## src/rtl/hbfr_pkg.sv

```systemverilog
package hbfr_pkg;

    // Controller states of the burst reader.
    typedef enum logic [1:0] {
        ST_IDLE    = 2'd0,
        ST_CAPTURE = 2'd1,
        ST_DRIVE   = 2'd2,
        ST_CLOSE   = 2'd3
    } hbfr_state_e;

    // Number of low address bits (A[2:1]) still decoded in FIFO mode.
    localparam int HBFR_LANE_W = 2;

endpackage

```

## src/rtl/hbfr_sync.sv

```systemverilog
module hbfr_sync #(
    parameter int WIDTH  = 2,
    parameter int STAGES = 2,
    parameter logic [WIDTH-1:0] RST_VAL = '1
) (
    input  logic             clk,
    input  logic             rst_n,
    input  logic [WIDTH-1:0] d_async,
    output logic [WIDTH-1:0] q_sync
);

    logic [WIDTH-1:0] chain [STAGES];

    generate
        for (genvar s = 0; s < STAGES; s++) begin : g_stage
            if (s == 0) begin : g_first
                always_ff @(posedge clk or negedge rst_n) begin
                    if (!rst_n) chain[0] <= RST_VAL;
                    else        chain[0] <= d_async;
                end
            end else begin : g_next
                always_ff @(posedge clk or negedge rst_n) begin
                    if (!rst_n) chain[s] <= RST_VAL;
                    else        chain[s] <= chain[s-1];
                end
            end
        end
    endgenerate

    assign q_sync = chain[STAGES-1];

endmodule

```

## src/rtl/hbfr_ctrl.sv

```systemverilog
module hbfr_ctrl
    import hbfr_pkg::*;
(
    input  logic        clk,
    input  logic        rst_n,
    input  logic        cyc_act,
    output hbfr_state_e state,
    output logic        cap_en,
    output logic        drive_en,
    output logic        close_en
);

    hbfr_state_e state_q, state_d;

    // Next-state selection.
    always_comb begin
        state_d = state_q;
        unique case (state_q)
            ST_IDLE:    if (cyc_act)  state_d = ST_CAPTURE;  // open
            ST_CAPTURE:               state_d = ST_DRIVE;    // latch
            ST_DRIVE:   if (!cyc_act) state_d = ST_CLOSE;    // release
            ST_CLOSE:                 state_d = ST_IDLE;     // rearm
            default:                  state_d = ST_IDLE;
        endcase
    end

    // State register.
    always_ff @(posedge clk or negedge rst_n) begin
        if (!rst_n) state_q <= ST_IDLE;
        else        state_q <= state_d;
    end

    // Per-state outputs.
    always_comb begin
        cap_en   = 1'b0;
        drive_en = 1'b0;
        close_en = 1'b0;
        unique case (state_q)
            ST_IDLE:    ;
            ST_CAPTURE: cap_en   = 1'b1;
            ST_DRIVE:   drive_en = 1'b1;
            ST_CLOSE:   close_en = 1'b1;
            default:    ;
        endcase
    end

    assign state = state_q;

endmodule

```

## src/rtl/hbfr_capture.sv

```systemverilog
module hbfr_capture
    import hbfr_pkg::*;
#(
    parameter int DW = 16,
    parameter int AW = 7
) (
    input  logic                   clk,
    input  logic                   rst_n,
    input  logic                   cap_en,
    input  logic                   drive_en,
    input  logic                   close_en,
    input  logic                   hb_fsel,
    input  logic [AW-1:0]          hb_addr,
    input  logic [DW-1:0]          fifo_rdata,
    input  logic                   fifo_empty,
    input  logic [DW-1:0]          reg_rd_data,
    output logic [DW-1:0]          hb_data_o,
    output logic                   fifo_pop,
    output logic [HBFR_LANE_W-1:0] fifo_lane,
    output logic                   rx_underrun,
    output logic                   reg_rd_strobe,
    output logic [AW-1:0]          reg_rd_addr
);

    logic                   fsel_q;
    logic                   empty_q;
    logic [HBFR_LANE_W-1:0] lane_q;
    logic [DW-1:0]          word_q;
    logic [DW-1:0]          word_d;

    // In FIFO mode the upper address bits are discarded; only the lane bits survive.
    always_comb begin
        if (hb_fsel) word_d = fifo_empty ? '0 : fifo_rdata;
        else         word_d = reg_rd_data;
    end

    always_ff @(posedge clk or negedge rst_n) begin
        if (!rst_n) begin
            fsel_q  <= 1'b0;
            empty_q <= 1'b0;
            lane_q  <= '0;
            word_q  <= '0;
        end else if (cap_en) begin
            fsel_q  <= hb_fsel;
            empty_q <= fifo_empty;
            lane_q  <= hb_addr[HBFR_LANE_W-1:0];
            word_q  <= word_d;
        end
    end

    assign hb_data_o     = drive_en ? word_q : '0;
    assign fifo_pop      = close_en & fsel_q & ~empty_q;
    assign rx_underrun   = close_en & fsel_q & empty_q;
    assign fifo_lane     = lane_q;
    assign reg_rd_strobe = cap_en & ~hb_fsel;
    assign reg_rd_addr   = reg_rd_strobe ? hb_addr : '0;

endmodule

```

## src/rtl/hbus_fifo_burst_rd.sv

```systemverilog
module hbus_fifo_burst_rd
    import hbfr_pkg::*;
#(
    parameter int DW          = 16,
    parameter int AW          = 7,
    parameter int SYNC_STAGES = 2
) (
    input  logic                   clk,
    input  logic                   rst_n,
    input  logic                   hb_cs_n,
    input  logic                   hb_rd_n,
    input  logic                   hb_fsel,
    input  logic [AW-1:0]          hb_addr,
    output logic [DW-1:0]          hb_data_o,
    output logic                   hb_data_oe,
    input  logic [DW-1:0]          fifo_rdata,
    input  logic                   fifo_empty,
    output logic                   fifo_pop,
    output logic [HBFR_LANE_W-1:0] fifo_lane,
    output logic                   rx_underrun,
    output logic                   reg_rd_strobe,
    output logic [AW-1:0]          reg_rd_addr,
    input  logic [DW-1:0]          reg_rd_data
);

    localparam int NSTROBE = 2;

    logic [NSTROBE-1:0] strb_sync;
    logic               cyc_act;
    hbfr_state_e        state;
    logic               cap_en;
    logic               drive_en;
    logic               close_en;

    hbfr_sync #(
        .WIDTH   (NSTROBE),
        .STAGES  (SYNC_STAGES),
        .RST_VAL ({NSTROBE{1'b1}})
    ) u_sync (
        .clk     (clk),
        .rst_n   (rst_n),
        .d_async ({hb_cs_n, hb_rd_n}),
        .q_sync  (strb_sync)
    );

    // A cycle exists only while both synchronized strobes are low.
    assign cyc_act = ~|strb_sync;

    hbfr_ctrl u_ctrl (
        .clk      (clk),
        .rst_n    (rst_n),
        .cyc_act  (cyc_act),
        .state    (state),
        .cap_en   (cap_en),
        .drive_en (drive_en),
        .close_en (close_en)
    );

    hbfr_capture #(
        .DW (DW),
        .AW (AW)
    ) u_capture (
        .clk           (clk),
        .rst_n         (rst_n),
        .cap_en        (cap_en),
        .drive_en      (drive_en),
        .close_en      (close_en),
        .hb_fsel       (hb_fsel),
        .hb_addr       (hb_addr),
        .fifo_rdata    (fifo_rdata),
        .fifo_empty    (fifo_empty),
        .reg_rd_data   (reg_rd_data),
        .hb_data_o     (hb_data_o),
        .fifo_pop      (fifo_pop),
        .fifo_lane     (fifo_lane),
        .rx_underrun   (rx_underrun),
        .reg_rd_strobe (reg_rd_strobe),
        .reg_rd_addr   (reg_rd_addr)
    );

    assign hb_data_oe = (state == ST_DRIVE);

endmodule

```

## config.mk

```make
export PLATFORM = sky130hd
export DESIGN_NAME = hbus_fifo_burst_rd
export DESIGN_NICKNAME = d
export VERILOG_FILES = /design/src/rtl/hbfr_pkg.sv /design/src/rtl/hbfr_sync.sv /design/src/rtl/hbfr_ctrl.sv /design/src/rtl/hbfr_capture.sv /design/src/rtl/hbus_fifo_burst_rd.sv
export SDC_FILE = /design/constraint.sdc
export NUM_CORES = 1
export LEC_CHECK = 0
export BUFFER_PORTS_ARGS = -buffer_cell sky130_fd_sc_hd__buf_2
export CORE_ASPECT_RATIO = 1.4
export CORE_MARGIN = 3
export CORE_UTILIZATION = 42
export DETAILED_ROUTE_END_ITERATION = 8
export PLACE_DENSITY = 0.75
export SLEW_MARGIN = 40
export SYNTH_ARGS = -nofsm -noshare
export SYNTH_HDL_FRONTEND = slang
export SYNTH_SLANG_ARGS = --single-unit
```

## constraint.sdc

```tcl
create_clock -name clk -period 2.1 [get_ports clk]
set_input_delay 0.21 -clock clk [delete_from_list [all_inputs] [get_ports clk]]
set_output_delay 0.21 -clock clk [all_outputs]
set_load 0.01 [all_outputs]
```

==> impl_metrics.toml, run 1 <==
[grt]
antenna_found_initial = 0
grt_pass1_vias = 1159
grt_max_degree = 27
grt_pass1_wl_um = 5106
gr-total-overflow = 0
grt_use_total_pct = 15.29

[synthesis]
syn_nets = 194
ys_ff_latch = 26
synthArstFlopShare_pct = 100.0
yosysTopAreaCell = "dfrtp_1"
synthTopCellsByArea = "dfrtp_1 38%, a21oi_2 12%, and2_1 9.8%, dfstp_2 7.2%, ha_1 5.1%"
synth_cell_types = 23
synth-edff-count = 0
synth_area_um2 = 1464
yosys_warnings = 0
syn_area_per_cell_um2 = 10.24
yosysSeqAreaShare_pct = 44.79
syn-instance-count = 143
ys.flop_type = "dfrtp_1"
yosysTopAreaCellShare_pct = 37.61

[route]
viasPerCell = 4.677
drt_first_pass_iters = 4
wire_per_inst_um = 12.14
drtIter0Drc = 12
num_vias = 1188
drc = 0
drtAntennaViolNets = 0
routed_wl_um = 3084

[clock_network]
clk_pin_slew_ns = 0.09
cts_root_buffer = "clkbuf_8"
cts_buffer_depth = 2
cts-htree-levels = 1
postCtsResizedCells = 0
hold_buffers = 1
clock_sinks = 26
cts_buffers = 3
worstSkewPairLatency_ns = 0.26
cts_tree = "done"
cts_setup_buffers = 0

[sta]
report.final.slew_viol_count = 0
slew_headroom_pct = 61.93
rsz0062_at_grt = "false"
setup_viol = 0
final_min_period_over_clock_period_pct = 86.11
fmax_ghz = 0.5530
worst_pin_slew_ns = 0.5710
fin_tns_setup_ns = 0
period_minus_slack_ns = 1.808
hold_viol = 0
finClkSkew_ns = 0.004252

[worst_setup_path]
path_max_fanout = 17
crit_type = "reg -> out"
worst-r2r-cell-count = 4
critPathLaunchType = "flop"
crit_path_end_kind = "output port"
arrival_ns = 1.60
cp_data_required_time_ns = 1.89
reg2reg_from = "u_ctrl.state[0]$_DFFE_PN0P_"
crit_start = "u_ctrl.state[0]$_DFFE_PN0P_"

[finish]
num_antenna_cells = 0
drive_gt1_share_pct = 50.70
nets = 267
area_delta_synth_final_pct = 29.06

[placement]
io_buffers = 73
dpl.hpwl_um = 2468
gp_congestion = 0.7633

[floorplanning]
die_area_um2 = 4240
ios = 74
core_um2 = 3213
rows = 24
die_h_um = 75.86
die_w_um = 55.90
start_util_pct = 45.56

[pwr]
irDropWorstVdd_mv = 0.6774
power_density_nw_per_um2 = 1204
power.total_w = 0.002275
p_leak_nw = 0.9635

[hold_path]
min_path_type = "in -> reg"
holdPathStages = 1
worstHoldStart = "hb_cs_n"

[run_status]
status = "completed"

[run]
maxCapViolCount = 0
==> Yosys cell counts (2+ instances only) <==
| cell | instances |
|---|---|
| nor2_1 | 18 |
| nor2b_1 | 9 |
| dfstp_2 | 4 |
| a21oi_1 | 10 |
| dfrtp_1 | 22 |
| inv_1 | 3 |
| mux2i_1 | 2 |
| buf_2 | 4 |
| ha_1 | 6 |
| nand2_1 | 2 |
| and2_1 | 23 |
| and2b_1 | 6 |
| mux2_2 | 5 |
| a21oi_2 | 20 |
==> flip-flops by register name (all words and copies together) (netlist names) <==
register             cells
u_capture.word_q        16
u_capture.fifo_lane      2
u_ctrl.state             2
u_sync.chain             2
u_sync.q_sync            2
u_capture.empty_q        1
u_capture.fsel_q         1
==> cells by family (layout without fill, tap and decap cells) <==
logic type | after synthesis | in the layout | synth area share (%)
fa+ha+maj | 6 | 6 | 5.128
mux | 7 | 7 | 5.213
simple gates | 61 | 61 | 23.59
buf+inv | 11 | 83 | 4.786
compound gates | 32 | 32 | 16.50
flops | 26 | 26 | 44.79
==> metrics by stage <==
stage | worst slack, ns | instance area (um2) | util [%] | hold slack, ns | std cells
after floorplan | 0.6070 | 1464 | - | -0.08559 | 143
final | 0.2917 | 1889 | 58.80 | 0.03977 | 254
after CTS | 0.2656 | 1889 | 58.80 | 0.03137 | 254
after detailed placement | 0.4957 | 1834 | 57.09 | 0.2517 | 249
after global placement | 0.5394 | 1834 | 57.09 | 0.2355 | 249
after global routing | 0.1420 | 1889 | 58.80 | 0.03492 | 254
==> worst max-delay path, cell delays in order (launching register included) <==
cell and delay (ns):
dfrtp_1 0.41, inv_1 0.15, ha_1 0.45, and2_1 0.20
buf_2 0.13
==> metal layers <==
layer	vias up	global-route usage, %	routed length [um]
met5	-	0	0
met4	0	7.124	51
met3	4	2.203	141
met2	30	28.95	1689
met1	545	17.13	1202
li1	609	-	-
==> final cells by class <==
type                            count  area (um2)
Sequential cell                    26       655.6
Timing Repair Buffer               76       390.4
Clock buffer                        4       45.04
Tap cell                           39       48.80
Inverter                            3       11.26
Fill cell                         303        1324
Multi-Input combinational cell    106       738.2
==> final timing paths <==
path / end / slack, ns
max in group asynchronous: u_capture.word_q[13]$_DFFE_PN0N_ / 1.24
worst min register to register: u_sync.q_sync[0]$_DFF_PN1_ / 0.36
min in group asynchronous: u_capture.fsel_q$_DFFE_PN0N_ / 0.48
worst max register to register: u_ctrl.state[1]$_DFFE_PN0P_ / 0.47
worst max-delay path: hb_data_o[13] / 0.29
worst min-delay path: u_sync.chain[3]$_DFF_PN1_ / 0.04
==> cell usage in the layout, fill, tap and decap left out, drive strengths merged, types with 3 or more instances in the layout <==
cell type   n
dfrtp      22
ha          6
a21oi      30
and2       23
inv         3
nor2b      10
buf        75
nor2       18
dfstp       4
mux2        5
clkbuf      4
and2b       7
==> report_power, final <==
group          switching (W)  internal [W]
sequential          0.000113      0.000733
combinational       0.000613      0.000536
clock               0.000144      0.000135
Note: power is estimated with default switching activity, not from simulation.
==> inputs of run 2 (changes only) <==
==> constraint.sdc (replaced) <==
create_clock -name clk -period 2.3 [get_ports clk]
set_input_delay 0.23 -clock clk [delete_from_list [all_inputs] [get_ports clk]]
set_output_delay 0.23 -clock clk [all_outputs]
set_load 0.01 [all_outputs]
==> impl_metrics.toml, run 2 (synthesis gave the netlist of run 1 again) <==
[sta]
setup_viol = 0
report.final.slew_viol_count = 0
hold_viol = 0
final_min_period_over_clock_period_pct = 79.32
fin_tns_setup_ns = 0
worst_slack_ns = 0.4756
slew_headroom_pct = 63.20
rsz0062_at_grt = "false"
finClkSkew_ns = 0.004348
worst_pin_slew_ns = 0.5520
fmax_ghz = 0.5481
period_minus_slack_ns = 1.824

[floorplanning]
rows = 24
ios = 74
die_h_um = 75.86
core_um2 = 3213
start_util_pct = 45.56
die_area_um2 = 4240
die_w_um = 55.90

[clock_network]
clock_sinks = 26
clk_pin_slew_ns = 0.09
cts_buffer_depth = 2
cts_buffers = 3
postCtsResizedCells = 0
cts-htree-levels = 1
cts_root_buffer = "clkbuf_8"
cts_tree = "done"
worstSkewPairLatency_ns = 0.26

[finish]
final_cell_mix = "73 x buf_2, 23 x and2_1, 22 x dfrtp_1, 20 x a21oi_2, 18 x nor2_1"
fillCellCount = 293
drive_gt1_share_pct = 50.47
final_common_cell = "buf_2"
area_delta_synth_final_pct = 28.55
num_antenna_cells = 0
fin_util_pct = 58.57
largest_register_ffs = 16
largest_register = "u_capture.word_q"
nets = 266

[grt]
grt_max_degree = 37
grtUsageMet1_pct = 15.46
grt_pass1_wl_um = 4754
gr-usage-met2_pct = 26.58
gr-total-overflow = 0
antenna_found_initial = 0
grt_busiest_layer = "met2"
grt_use_total_pct = 13.99
met3_usage_pct = 2.881
grt_pass1_vias = 1112

[worst_setup_path]
crit_type = "reg -> out"
cp_data_required_time_ns = 2.07
crit_path_end_kind = "output port"
arrival_ns = 1.59
critPathLaunchType = "flop"
path_max_fanout = 17

[placement]
io_buffers = 73
gp_congestion = 0.7292
dpl.hpwl_um = 2374
dpl_worst_slack_ns = 0.6670

[route]
routed_wl_um = 2924
wire_per_inst_um = 11.56
drtAntennaViolNets = 0
viasPerCell = 4.632
drtIter0Drc = 25
num_vias = 1172
drt_first_pass_iters = 4
drc = 0

[pwr]
p_clk_share_pct = 12.4
irDropWorstVdd_mv = 0.5587
p_leak_nw = 0.9584
pwr-share-seq_pct = 37.6
intPower_w = 0.001270
power_density_nw_per_um2 = 1088
power.share.combinational_pct = 50.0
switching_share_pct = 37.98
power.total_w = 0.002047
switchingPower_w = 0.0007774

[run]
maxCapViolCount = 0

[hold_path]
min_path_type = "in -> reg"

[run_status]
status = "completed"
run 2: stage by stage:
stage / hold slack [ns] / instance area [um2] / std cells
after floorplan: -0.06559 / 1464 / 143
after global placement: 0.2534 / 1827 / 248
after detailed placement: 0.2556 / 1827 / 248
after CTS: 0.05291 / 1882 / 253
after global routing: 0.05028 / 1882 / 253
final: 0.06092 / 1882 / 253
run 2: path summary, 6_finish.rpt:
| path | start | endpoint | slack (ns) | cells after the start |
|---|---|---|---|---|
| setup / recovery | u_ctrl.state[0]$_DFFE_PN0P_ | hb_data_o[0] | 0.48 | 4 |
| hold / removal | hb_rd_n | u_sync.chain[2]$_DFF_PN1_ | 0.06 | 1 |
| setup reg to reg | u_ctrl.state[0]$_DFFE_PN0P_ | u_ctrl.state[1]$_DFFE_PN0P_ | 0.67 | 4 |
| hold reg to reg | u_sync.chain[2]$_DFF_PN1_ | u_sync.q_sync[0]$_DFF_PN1_ | 0.36 | 0 |
| max in group asynchronous | rst_n | u_sync.chain[2]$_DFF_PN1_ | 1.45 | 2 |
| min in group asynchronous | rst_n | u_capture.word_q[7]$_DFFE_PN0N_ | 0.48 | 2 |
run 2: worst max-delay path: stages, from the launching register on:
cell	delay, ns
dfrtp_1	0.40
inv_1	0.15
ha_1	0.45
and2_1	0.20
buf_2	0.13
run 2: cell type report:
cell class / instances / area (um2) / share of cell area [%]
Multi-Input combinational cell: 106 / 738.2 / 39.23
Sequential cell: 26 / 655.6 / 34.84
Timing Repair Buffer: 75 / 382.9 / 20.35
Tap cell: 39 / 48.80 / 2.593
Clock buffer: 4 / 45.04 / 2.394
Inverter: 3 / 11.26 / 0.5984
run 2: metal layers:
layer / vias up / share of wire, %
met4: 0 / 1.7
li1: 609 / -
met2: 32 / 54
met3: 4 / 5.9
met5: - / 0
met1: 527 / 38
run 2: power by group through the flow:
stage,Combinational (W),Clock (W),Sequential (W)
floorplan,0.000736,0,0.000764
global placement,0.00103,0,0.000776
detailed placement,0.00104,0,0.000785
CTS,0.00104,0.000263,0.000775
global route,0.00116,0.000275,0.000803
finish,0.00102,0.000254,0.000770
run 2: repair_timing:
action                                 CTS  global route
endpoints found under the hold margin   22             0
hold buffers                             1             0
setup buffers                            0             0
==> inputs of run 3 (changes only) <==
==> constraint.sdc (replaced) <==
create_clock -name clk -period 1.7 [get_ports clk]
set_input_delay 0.17 -clock clk [delete_from_list [all_inputs] [get_ports clk]]
set_output_delay 0.17 -clock clk [all_outputs]
set_load 0.01 [all_outputs]
==> impl_metrics.toml, run 3 (synthesis gave the netlist of run 1 again) <==
[run_status]
status = "completed"

[sta]
hold_viol = 0
setup_viol = 0
fin_tns_setup_ns = 0
rsz0062_at_grt = "true"
final_min_period_over_clock_period_pct = 96.03
worst_pin_slew_ns = 0.5666
finClkSkew_ns = 0.0009679
period_minus_slack_ns = 1.633
fmax_ghz = 0.6125
holdWs_ns = 0.1490
slew_headroom_pct = 62.23
report.final.slew_viol_count = 0

[floorplanning]
die_w_um = 55.90
ios = 74
rows = 24
core_um2 = 3213
start_util_pct = 45.56
die_area_um2 = 4240
die_h_um = 75.86

[placement]
placed_area_um2 = 1842
io_buffers = 73
dpl.hpwl_um = 2484
dp_cells = 250
gp_congestion = 0.7183

[grt]
grt_use_total_pct = 15.18
grt_pass1_vias = 1174
grt_max_degree = 27
grt_pass1_wl_um = 5078
antenna_found_initial = 0
gr-total-overflow = 0

[clock_network]
clk_pin_slew_ns = 0.09
cts_buffers = 3
cts_buffer_depth = 2
worstSkewPairLatency_ns = 0.26
cts_root_buffer = "clkbuf_8"
cts_tree = "done"
clock_sinks = 26
cts-htree-levels = 1

[route]
drtIter0Drc = 8
drt_first_pass_iters = 4
wire_per_inst_um = 12.06
viasPerCell = 4.579
drc = 0
num_vias = 1186
routed_wl_um = 3123
drtAntennaViolNets = 0

[finish]
area_delta_synth_final_pct = 33.16
final_common_cell = "buf_2"
nets = 272
fin_util_pct = 60.67
largest_register_ffs = 16
num_antenna_cells = 0
final_cell_mix = "73 x buf_2, 23 x and2_1, 22 x dfrtp_1, 20 x a21oi_2, 18 x nor2_1"
largest_register = "u_capture.word_q"
drive_gt1_share_pct = 52.73
final_cells = 259
final_area_um2 = 1949

[worst_setup_path]
arrival_ns = 1.46
cp_data_required_time_ns = 1.53
crit_path_end_kind = "output port"
worst-r2r-cell-count = 5
crit_type = "reg -> out"
path_max_fanout = 8
critPathLaunchType = "flop"

[run]
maxCapViolCount = 0

[pwr]
p_leak_nw = 0.9909
power_density_nw_per_um2 = 1499
irDropWorstVdd_mv = 0.8707

[hold_path]
min_path_type = "in -> reg"
holdPathStages = 2
run 3: what timing repair did:
item                       CTS  global route
buffers inserted             0             2
resized for setup            1             3
hold endpoints to repair    24             0
setup endpoints to repair    7            23
hold buffers                 3             0
run 3: worst paths after layout:
kind                                        startpoint  slack, ns                            endpoint
setup / recovery           u_ctrl.state[1]$_DFFE_PN0P_       0.07                      reg_rd_addr[6]
hold / removal                              hb_addr[1]       0.15  u_capture.fifo_lane[1]$_DFFE_PN0N_
setup reg to reg           u_ctrl.state[1]$_DFFE_PN0P_       0.20         u_ctrl.state[1]$_DFFE_PN0P_
hold reg to reg              u_sync.chain[3]$_DFF_PN1_       0.36          u_sync.q_sync[1]$_DFF_PN1_
max in group asynchronous                        rst_n       0.89     u_capture.word_q[7]$_DFFE_PN0N_
min in group asynchronous                        rst_n       0.44     u_capture.word_q[3]$_DFFE_PN0N_
run 3: worst max-delay path, cell delays in order (launching register included):
cell	delay (ns)
dfrtp_1	0.44
inv_2	0.10
ha_2	0.19
nor2b_4	0.20
and2_1	0.14
buf_2	0.13
run 3: report_power, final:
group	internal (W)	switching (W)
logic	0.000717	0.000762
clock network	0.000207	0.000187
registers	0.000906	0.000145
total	0.00183	0.00109
run 3: layer usage:
layer | wire length, um | share of wire (%) | vias to the layer above | global-route usage [%]
met5 | 0 | 0 | - | 0
met4 | 21 | 0.67 | 0 | 5.541
met2 | 1761 | 56 | 32 | 30.39
met1 | 1166 | 37 | 533 | 15.83
met3 | 174 | 5.6 | 2 | 2.881
li1 | - | - | 619 | -
run 3: final cells by class:
class	count	area, um2
Inverter	3	11.26
Tap cell	39	48.80
Sequential cell	26	655.6
Fill cell	293	1264
Timing Repair Buffer	81	432.9
Multi-Input combinational cell	106	745.7
Clock buffer	4	55.05
run 3: stage by stage:
stage                     setup slack (ns)  total power, W
final                              0.06743        0.002923
after global routing              -0.03346        0.003183
after CTS                          0.01273        0.002923
after detailed placement            0.2383        0.002514
after global placement              0.2778        0.002468
after floorplan                     0.2470        0.002031
